<file path="config.mk">
export PLATFORM = sky130hd
export DESIGN_NAME = evstamp_unit
export DESIGN_NICKNAME = d
export VERILOG_FILES = /design/src/rtl/evstamp_pkg.sv /design/src/rtl/evstamp_counter.sv /design/src/rtl/evstamp_arb.sv /design/src/rtl/evstamp_fifo.sv /design/src/rtl/evstamp_unit.sv
export SDC_FILE = /design/constraint.sdc
export NUM_CORES = 2
export LEC_CHECK = 0
export ABC_AREA = 1
export BUFFER_PORTS_ARGS = -buffer_cell sky130_fd_sc_hd__buf_2
export CORE_MARGIN = 2
export CORE_UTILIZATION = 35
export DETAILED_ROUTE_END_ITERATION = 6
export SLEW_MARGIN = 20
export SYNTH_ARGS = -nofsm -noshare
export SYNTH_HDL_FRONTEND = slang
export SYNTH_SLANG_ARGS = --single-unit
</file>
<file path="constraint.sdc">
create_clock -name clk -period 4.2 [get_ports clk]
set_clock_uncertainty 0.15 [all_clocks]
set_input_delay 0.63 -clock clk [delete_from_list [all_inputs] [get_ports clk]]
set_output_delay 0.63 -clock clk [all_outputs]
set_load 0.01 [all_outputs]
</file>
<file path="src/rtl/evstamp_pkg.sv">
package evstamp_pkg;
  localparam int unsigned TS_W = 32;

  typedef struct packed {
    logic [4:0]      port;
    logic [3:0]      kind;
    logic [3:0]      msg;
    logic [15:0]     seq;
    logic [TS_W-1:0] ts;
  } ev_rec_t;

  localparam logic [3:0] KIND_PUSH = 4'd0;
  localparam logic [3:0] KIND_ROLL = 4'd1;
  localparam logic [3:0] KIND_HALF = 4'd2;
  localparam logic [3:0] KIND_PIN  = 4'd3;
  localparam logic [3:0] KIND_RX   = 4'd4;
  localparam logic [3:0] KIND_TX   = 4'd5;

  localparam logic [3:0] A_IDVER = 4'd0;
  localparam logic [3:0] A_CTRL  = 4'd1;
  localparam logic [3:0] A_PUSH  = 4'd3;
  localparam logic [3:0] A_LDVAL = 4'd4;
  localparam logic [3:0] A_LDEN  = 4'd5;
  localparam logic [3:0] A_RAW   = 4'd8;
  localparam logic [3:0] A_MASK  = 4'd9;
  localparam logic [3:0] A_INTEN = 4'd10;
  localparam logic [3:0] A_POP   = 4'd12;
  localparam logic [3:0] A_EVLO  = 4'd13;
  localparam logic [3:0] A_EVHI  = 4'd14;
endpackage

</file>
<file path="src/rtl/evstamp_counter.sv">
module evstamp_counter #(
  parameter int unsigned W = 32
) (
  input  logic         clk,
  input  logic         rst_n,
  input  logic         run,
  input  logic         load,
  input  logic [W-1:0] load_val,
  output logic [W-1:0] cnt,
  output logic         roll_fire,
  output logic         half_fire
);
  localparam logic [W-1:0] ALL_ONES  = {W{1'b1}};
  localparam logic [W-1:0] HALF_EDGE = {1'b0, {(W-1){1'b1}}};

  logic [W-1:0] cnt_d;
  logic         cnt_en;

  always_comb begin
    cnt_en = load | run;
    cnt_d  = load ? load_val : cnt + 1'b1;
  end

  assign roll_fire = run & ~load & (cnt == ALL_ONES);
  assign half_fire = run & ~load & (cnt == HALF_EDGE);

  always_ff @(posedge clk or negedge rst_n) begin
    if (!rst_n)      cnt <= '0;
    else if (cnt_en) cnt <= cnt_d;
  end
endmodule

</file>
<file path="src/rtl/evstamp_arb.sv">
module evstamp_arb
  import evstamp_pkg::*;
#(
  parameter int unsigned NSRC = 9
) (
  input  logic                clk,
  input  logic                rst_n,
  input  logic [NSRC-1:0]     fire,
  input  ev_rec_t [NSRC-1:0]  rec_in,
  output logic                out_valid,
  output ev_rec_t             out_rec,
  output logic [NSRC-1:0]     grant,
  output logic                collide
);
  logic [NSRC-1:0]    pend, pend_d;
  ev_rec_t [NSRC-1:0] slot, slot_d;
  logic               found;

  always_comb begin
    grant   = '0;
    found   = 1'b0;
    out_rec = '0;
    for (int i = 0; i < NSRC; i++) begin
      if (pend[i] && !found) begin
        grant[i] = 1'b1;
        found    = 1'b1;
        out_rec  = slot[i];
      end
    end
    out_valid = found;
  end

  always_comb begin
    pend_d  = (pend & ~grant) | fire;
    slot_d  = slot;
    collide = |(fire & pend & ~grant);
    for (int i = 0; i < NSRC; i++) begin
      if (fire[i] && !(pend[i] && !grant[i])) slot_d[i] = rec_in[i];
    end
  end

  always_ff @(posedge clk or negedge rst_n) begin
    if (!rst_n) begin
      pend <= '0;
      slot <= '0;
    end else begin
      pend <= pend_d;
      slot <= slot_d;
    end
  end
endmodule

</file>
<file path="src/rtl/evstamp_fifo.sv">
module evstamp_fifo
  import evstamp_pkg::*;
#(
  parameter int unsigned DEPTH = 16
) (
  input  logic          clk,
  input  logic          rst_n,
  input  logic          push,
  input  ev_rec_t       wr_rec,
  input  logic          pop,
  output ev_rec_t       head,
  output logic          empty,
  output logic          full,
  output logic [$clog2(DEPTH+1)-1:0] count
);
  localparam int unsigned AW = (DEPTH > 1) ? $clog2(DEPTH) : 1;
  localparam int unsigned CW = $clog2(DEPTH+1);
  localparam logic [AW-1:0] LAST = AW'(DEPTH - 1);

  ev_rec_t        mem [DEPTH];
  logic [AW-1:0]  wp, rp, wp_d, rp_d;
  logic [CW-1:0]  count_d;
  logic           do_wr, do_rd;

  assign empty = (count == '0);
  assign full  = (count == CW'(DEPTH));
  assign head  = empty ? '0 : mem[rp];

  always_comb begin
    do_wr   = push & ~full;
    do_rd   = pop & ~empty;
    wp_d    = do_wr ? ((wp == LAST) ? '0 : wp + 1'b1) : wp;
    rp_d    = do_rd ? ((rp == LAST) ? '0 : rp + 1'b1) : rp;
    count_d = count + CW'(do_wr) - CW'(do_rd);
  end

  always_ff @(posedge clk) begin
    if (do_wr) mem[wp] <= wr_rec;
  end

  always_ff @(posedge clk or negedge rst_n) begin
    if (!rst_n) begin
      wp    <= '0;
      rp    <= '0;
      count <= '0;
    end else begin
      wp    <= wp_d;
      rp    <= rp_d;
      count <= count_d;
    end
  end
endmodule

</file>
<file path="src/rtl/evstamp_unit.sv">
module evstamp_unit
  import evstamp_pkg::*;
#(
  parameter int unsigned FIFO_DEPTH = 16,
  parameter int unsigned N_HW       = 4,
  parameter logic [15:0] ID_IDENT   = 16'h4E53,
  parameter logic [4:0]  ID_RTL     = 5'd2,
  parameter logic [2:0]  ID_MAJOR   = 3'd1,
  parameter logic [7:0]  ID_MINOR   = 8'h05
) (
  input  logic        clk,
  input  logic        rst_n,
  input  logic        reg_wr,
  input  logic [3:0]  reg_addr,
  input  logic [31:0] reg_wdata,
  output logic [31:0] reg_rdata,
  input  logic [3:0]  hw_pin,
  input  logic        rx_stb,
  input  logic [4:0]  rx_port,
  input  logic [3:0]  rx_msg,
  input  logic [15:0] rx_seq,
  input  logic        tx_stb,
  input  logic [4:0]  tx_port,
  input  logic [3:0]  tx_msg,
  input  logic [15:0] tx_seq,
  output logic        irq_o,
  output logic        ovf_o
);
  localparam int unsigned NSRC   = 5 + N_HW;
  localparam int unsigned IX_HW  = 3;
  localparam int unsigned IX_RX  = IX_HW + N_HW;
  localparam int unsigned IX_TX  = IX_RX + 1;
  localparam int unsigned CW     = $clog2(FIFO_DEPTH+1);

  // control and software-visible state
  logic            ctrl_en, ctrl_test, inten;
  logic [3:0]      ctrl_hw;
  logic [TS_W-1:0] ldval;
  logic            ovf_q, ovf_d;
  logic [3:0]      pin_prev;

  logic wr_ctrl, wr_push, wr_ldval, wr_lden, wr_inten, wr_pop;

  always_comb begin
    wr_ctrl  = reg_wr & (reg_addr == A_CTRL);
    wr_push  = reg_wr & (reg_addr == A_PUSH)  & reg_wdata[0];
    wr_ldval = reg_wr & (reg_addr == A_LDVAL);
    wr_lden  = reg_wr & (reg_addr == A_LDEN)  & reg_wdata[0];
    wr_inten = reg_wr & (reg_addr == A_INTEN);
    wr_pop   = reg_wr & (reg_addr == A_POP)   & reg_wdata[0];
  end

  // counter
  logic [TS_W-1:0] cnt;
  logic            roll_fire, half_fire;

  evstamp_counter #(.W(TS_W)) u_cnt (
    .clk(clk), .rst_n(rst_n), .run(ctrl_en), .load(wr_lden),
    .load_val(ldval), .cnt(cnt), .roll_fire(roll_fire), .half_fire(half_fire)
  );

  // sources and their records
  logic [NSRC-1:0]    fire;
  ev_rec_t [NSRC-1:0] src_rec;

  always_comb begin
    fire = '0;
    src_rec = '0;
    fire[0] = ctrl_en & wr_push;
    src_rec[0].kind = KIND_PUSH;
    src_rec[0].ts   = cnt;
    fire[1] = roll_fire;
    src_rec[1].kind = KIND_ROLL;
    src_rec[1].ts   = cnt + 1'b1;
    fire[2] = half_fire;
    src_rec[2].kind = KIND_HALF;
    src_rec[2].ts   = cnt + 1'b1;
    fire[IX_RX] = ctrl_en & rx_stb;
    src_rec[IX_RX] = '{port: rx_port, kind: KIND_RX, msg: rx_msg, seq: rx_seq, ts: cnt};
    fire[IX_TX] = ctrl_en & tx_stb;
    src_rec[IX_TX] = '{port: tx_port, kind: KIND_TX, msg: tx_msg, seq: tx_seq, ts: cnt};
    for (int k = 0; k < N_HW; k++) begin
      fire[IX_HW+k]         = ctrl_en & ctrl_hw[k] & hw_pin[k] & ~pin_prev[k];
      src_rec[IX_HW+k].kind = KIND_PIN;
      src_rec[IX_HW+k].port = 5'(k + 1);
      src_rec[IX_HW+k].ts   = cnt;
    end
  end

  // arbitration and queue
  logic            arb_valid, collide;
  ev_rec_t         arb_rec, head;
  logic [NSRC-1:0] arb_grant;
  logic            fifo_empty, fifo_full;
  logic [CW-1:0]   fifo_count;

  evstamp_arb #(.NSRC(NSRC)) u_arb (
    .clk(clk), .rst_n(rst_n), .fire(fire), .rec_in(src_rec),
    .out_valid(arb_valid), .out_rec(arb_rec), .grant(arb_grant), .collide(collide)
  );

  evstamp_fifo #(.DEPTH(FIFO_DEPTH)) u_fifo (
    .clk(clk), .rst_n(rst_n), .push(arb_valid), .wr_rec(arb_rec),
    .pop(wr_pop), .head(head), .empty(fifo_empty), .full(fifo_full),
    .count(fifo_count)
  );

  // overflow flag: set wins over clear
  always_comb begin
    ovf_d = ovf_q;
    if (wr_pop) ovf_d = 1'b0;
    if ((arb_valid & fifo_full) | collide) ovf_d = 1'b1;
  end

  always_ff @(posedge clk or negedge rst_n) begin
    if (!rst_n) begin
      ctrl_en   <= 1'b0;
      ctrl_test <= 1'b0;
      ctrl_hw   <= '0;
      inten     <= 1'b0;
      ldval     <= '0;
      ovf_q     <= 1'b0;
      pin_prev  <= '0;
    end else begin
      if (wr_ctrl) begin
        ctrl_en   <= reg_wdata[0];
        ctrl_test <= reg_wdata[1];
        ctrl_hw   <= reg_wdata[11:8];
      end
      if (wr_inten) inten <= reg_wdata[0];
      if (wr_ldval) ldval <= reg_wdata;
      ovf_q    <= ovf_d;
      pin_prev <= hw_pin;
    end
  end

  // interrupt and read mux
  logic raw_pend, mask_pend;
  assign raw_pend  = ~fifo_empty | ctrl_test;
  assign mask_pend = raw_pend & inten;
  assign irq_o     = mask_pend;
  assign ovf_o     = ovf_q;

  always_comb begin
    unique case (reg_addr)
      A_IDVER: reg_rdata = {ID_IDENT, ID_RTL, ID_MAJOR, ID_MINOR};
      A_CTRL:  reg_rdata = {20'd0, ctrl_hw, 6'd0, ctrl_test, ctrl_en};
      A_LDVAL: reg_rdata = ldval;
      A_RAW:   reg_rdata = {31'd0, raw_pend};
      A_MASK:  reg_rdata = {31'd0, mask_pend};
      A_INTEN: reg_rdata = {31'd0, inten};
      A_EVLO:  reg_rdata = head.ts;
      A_EVHI:  reg_rdata = {3'd0, head.port, head.kind, head.msg, head.seq};
      default: reg_rdata = '0;
    endcase
  end
endmodule

</file>
==> impl_metrics.toml <==
[run_status]
outcome = "finished, final reports clean"

[worst_setup_path]
end_kind = "output port"
critical_path.max_fanout = 71
worstPathRequired_ns = 3.42
reg2regPathDepth = 8
arrival_ns = 3.40
critPathKind = "reg -> out"
slowest_delay_ns = 0.51
slowest_stage = "dfrtp_4"
rr_startpoint = "u_arb.pend[0]"
cpMostUsedCell = "nand2_1"
cp-start-kind = "flop"
r2r_slack_ns = 0.81
crit_chain = "clkinv_8 > buf_4 > o21ai_0 > o21ai_1 > nand2_1 > nand2_1 > inv_1 > nand2_1 > nand2_1 > nand3_1 > buf_2"
r2r_end = "u_fifo.mem[12][26]"

[floorplanning]
die_w_microns = 412
io_pins = 129
core_sq_um = 165000
rows = 149
die_h_microns = 412
start_util = 0.353
die-area_sq_um = 170000

[synthesis]
synth-compound-area-share = 0.106
async_flop_share = 0.316
synth_top_family_by_area = "simple AND/OR/NAND/NOR gates"
synthAdderAreaFrac = 0.00292
synth_top_cell_by_area = "edfxtp_1"
synth.top_cell.area_share = 0.495
synth-simple-area-share = 0.157
yosysUniqueCellTypes = 43
yosys-top-cells-area = "edfxtp_1 50%, dfrtp_1 19%, nand2_1 7.1%"
synth-edff-count = 960
synth_flop_cell = "edfxtp_1"
synth_nets = 5555
synth-xor-area-share = 0.00497
avgSynthCellArea_sq_um = 10.7
netlist_area_sq_um = 58200
synth.area.mux_share = 0.00232
postSynthCellCount = 5447
yosysWarnings = 0
ys_ff_latch = 1404
synth_seq_area_share = 0.686

[placement]
dp_hpwl_microns = 108000
io_buffer_count = 128
gp_congestion = 0.906
placed_cell_area_sq_um = 61800

[power]
power.density_nw_per_um2 = 621
peakVddDrop_v = 0.000525
leakage_nw = 25.8

[min_path]
worstHoldStart = "reg_wdata[25]"
holdPathEnd = "ldval[25]"
min_path_cells = 3
hp-class = "in -> reg"

[timing]
tightest_slew_ns = 1.07
timing.hold.ws_ns = 0.0417
fin_crit_sh = 0.995
fmax_ghz = 0.239
slew_viol_final = 0
setup_viol = 0
hold_viol_final = 0
relSlewSlack = 0.282
layout_min_cycle_time_ns = 4.18
rsz0062_at_grt = "true"

[global_routing]
grt_max_degree = 159
grt_pass1_wl_microns = 265000
grt_overflow_total = 0
grt_use_total = 0.210
grt_pass1_vias = 39700
antenna_found_initial = 14

[cells_and_area]
fin_area_sq_um = 67100
areaGrowthSynthToFinish_pct = 15.3
fin_util = 0.407
num-nets-final = 5721
drive_above_1_share = 0.0951

[detailed_routing]
wire_per_inst_microns = 22.7
drcViolationCount = 0
final_antenna_net_count = 0
firstDrtPassIters = 6
drtIter0Drc = 5268
vias_per_cell = 5.34
wirelength_microns = 180000
vias = 42300

[clocking]
clock-root-buffer = "clkbuf_16"
insertion_delay_ns = 0.79
tritoncts = "built"
clkTransAtPathRegs_ns = 0.06
cts_buffers = 142
clockBufferDepth = 3
clock-sinks = 1404
h-tree-depth = 4

[job]
maxCapViolCount = 0
-- worst max-delay path by stage --
stage | startpoint | to | cells past startpoint | slack, ns
after global routing | u_fifo.rp[0] | reg_rdata[27] | 11 | -0.07
after global placement | u_fifo.rp[0] | reg_rdata[28] | 13 | 0.72
after CTS | u_fifo.rp[0] | reg_rdata[3] | 10 | 0.01
final | u_fifo.rp[0] | reg_rdata[2] | 11 | 0.02
after floorplan | u_arb.pend[6] | u_fifo.mem[0][0] | 8 | -0.17
after detailed placement | reg_addr[3] | reg_rdata[1] | 8 | 0.74
-- per-layer routing --
metal | track usage | vias to the layer above | wire, microns
met5 | 0 | - | 16
met4 | 0.0680 | 4 | 5130
met3 | 0.0373 | 253 | 15900
met2 | 0.311 | 1809 | 78800
met1 | 0.310 | 21200 | 79900
li1 | - | 19000 | -
-- sequential cells by signal (all words and copies together) (netlist names) --
register      cells
u_fifo.count      5
u_fifo.wp         4
ctrl_en           1
u_fifo.rp         4
u_cnt.cnt        32
ctrl_test         1
ldval            32
inten             1
u_arb.slot      346
u_fifo.mem      960
ovf_o             1
pin_prev          4
ctrl_hw           4
u_arb.pend        9
-- where the power goes --
| group | internal, mW | leakage (nW) | switching, mW |
|---|---|---|---|
| logic | 3.01 | 9.16 | 7.95 |
| registers | 17.2 | 14.5 | 1.02 |
| clock network | 6.94 | 2.19 | 5.48 |
-- cells in the mapped netlist (2+ instances only) --
cell type / number
xor2_1: 31
nand2_1: 1107
buf_4: 15
inv_2: 12
inv_1: 233
clkbuf_1: 193
o21ai_0: 720
edfxtp_1: 960
o22ai_1: 49
buf_1: 21
o21ai_1: 119
nor2_2: 4
a22o_1: 23
xnor2_1: 2
buf_2: 89
a21o_1: 2
or2_2: 3
a21oi_1: 76
nand4_1: 21
o211ai_1: 133
nor2_1: 828
mux2_2: 12
nand2_2: 4
nand2_4: 3
nor3_1: 20
nor2_4: 4
dfrtp_1: 444
clkinv_1: 8
nand3_1: 278
ha_1: 12
buf_6: 5
o221ai_1: 5
-- area by class of cell --
cell class                      instances  area [sq um]
Tap cell                             2189          2740
Timing Repair Buffer                  345          2870
Fill cell                           15700         97900
Clock inverter                         61           532
Sequential cell                      1404         39900
Clock buffer                          201          3960
Antenna cell                            3          7.51
Inverter                              253           966
Multi-Input combinational cell       3467         16100
-- per-stage QoR --
| step | power, mW | TNS (ns) | worst slack (ns) | std cells |
|---|---|---|---|---|
| after floorplan | 24.8 | -79.28 | -0.165 | 5447 |
| after global placement | 29.1 | 0 | 0.718 | 7580 |
| after detailed placement | 29.3 | 0 | 0.744 | 7580 |
| after CTS | 41.7 | 0 | 0.0115 | 7921 |
| after global routing | 43.6 | -0.0660 | -0.0660 | 7920 |
| final | 41.6 | 0 | 0.0195 | 7923 |
-- critical path, delay by kind of cell (launching register included) --
family	cells	cell delay [ns]
and+or+nand+nor	5	0.79
DFF	1	0.51
buffers and inverters	4	1.00
AOI/OAI and AO/OA	2	0.24
-- cells by family (layout without fill, tap and decap cells) --
family | count (synthesis) | in the layout
AOI/OAI and AO/OA | 1130 | 1130
xor gates and xnor gates | 33 | 33
adders and majority gates | 13 | 13
buffers and inverters | 576 | 860
DFF | 1404 | 1404
muxes | 12 | 12
other | 0 | 3
and+or+nand+nor | 2279 | 2279
-- layout by cell type, fill, tap and decap left out, types with 10 or more instances in the layout --
cell type      instances
clkinv_2              20
nand2_1             1102
o21ai_0              720
o21ai_1              119
buf_4                106
inv_2                 10
nor2_4                22
a22o_1                23
nand3_1              273
o211ai_1             133
mux2_2                12
inv_1                232
clkinv_1              27
clkbuf_8              10
xor2_1                31
nor2_1               810
dlygate4sd3_1         79
nor3_1                18
dfrtp_1              441
a21oi_1               76
edfxtp_1             960
nand4_1               21
o22ai_1               49
clkbuf_1              45
buf_2                127
ha_1                  12
buf_12                31
clkbuf_16            146
-- repair_timing --
| action | 4_1_cts | 5_1_grt |
|---|---|---|
| hold buffers | 79 | 0 |
| resized for setup | 1 | 8 |
| gates cloned | 0 | 0 |
| buffers inserted | 0 | 0 |
| setup endpoints to repair | 4 | 11 |
| hold endpoints to repair | 164 | 0 |
No activity file was read; power rests on OpenSTA's default activity.
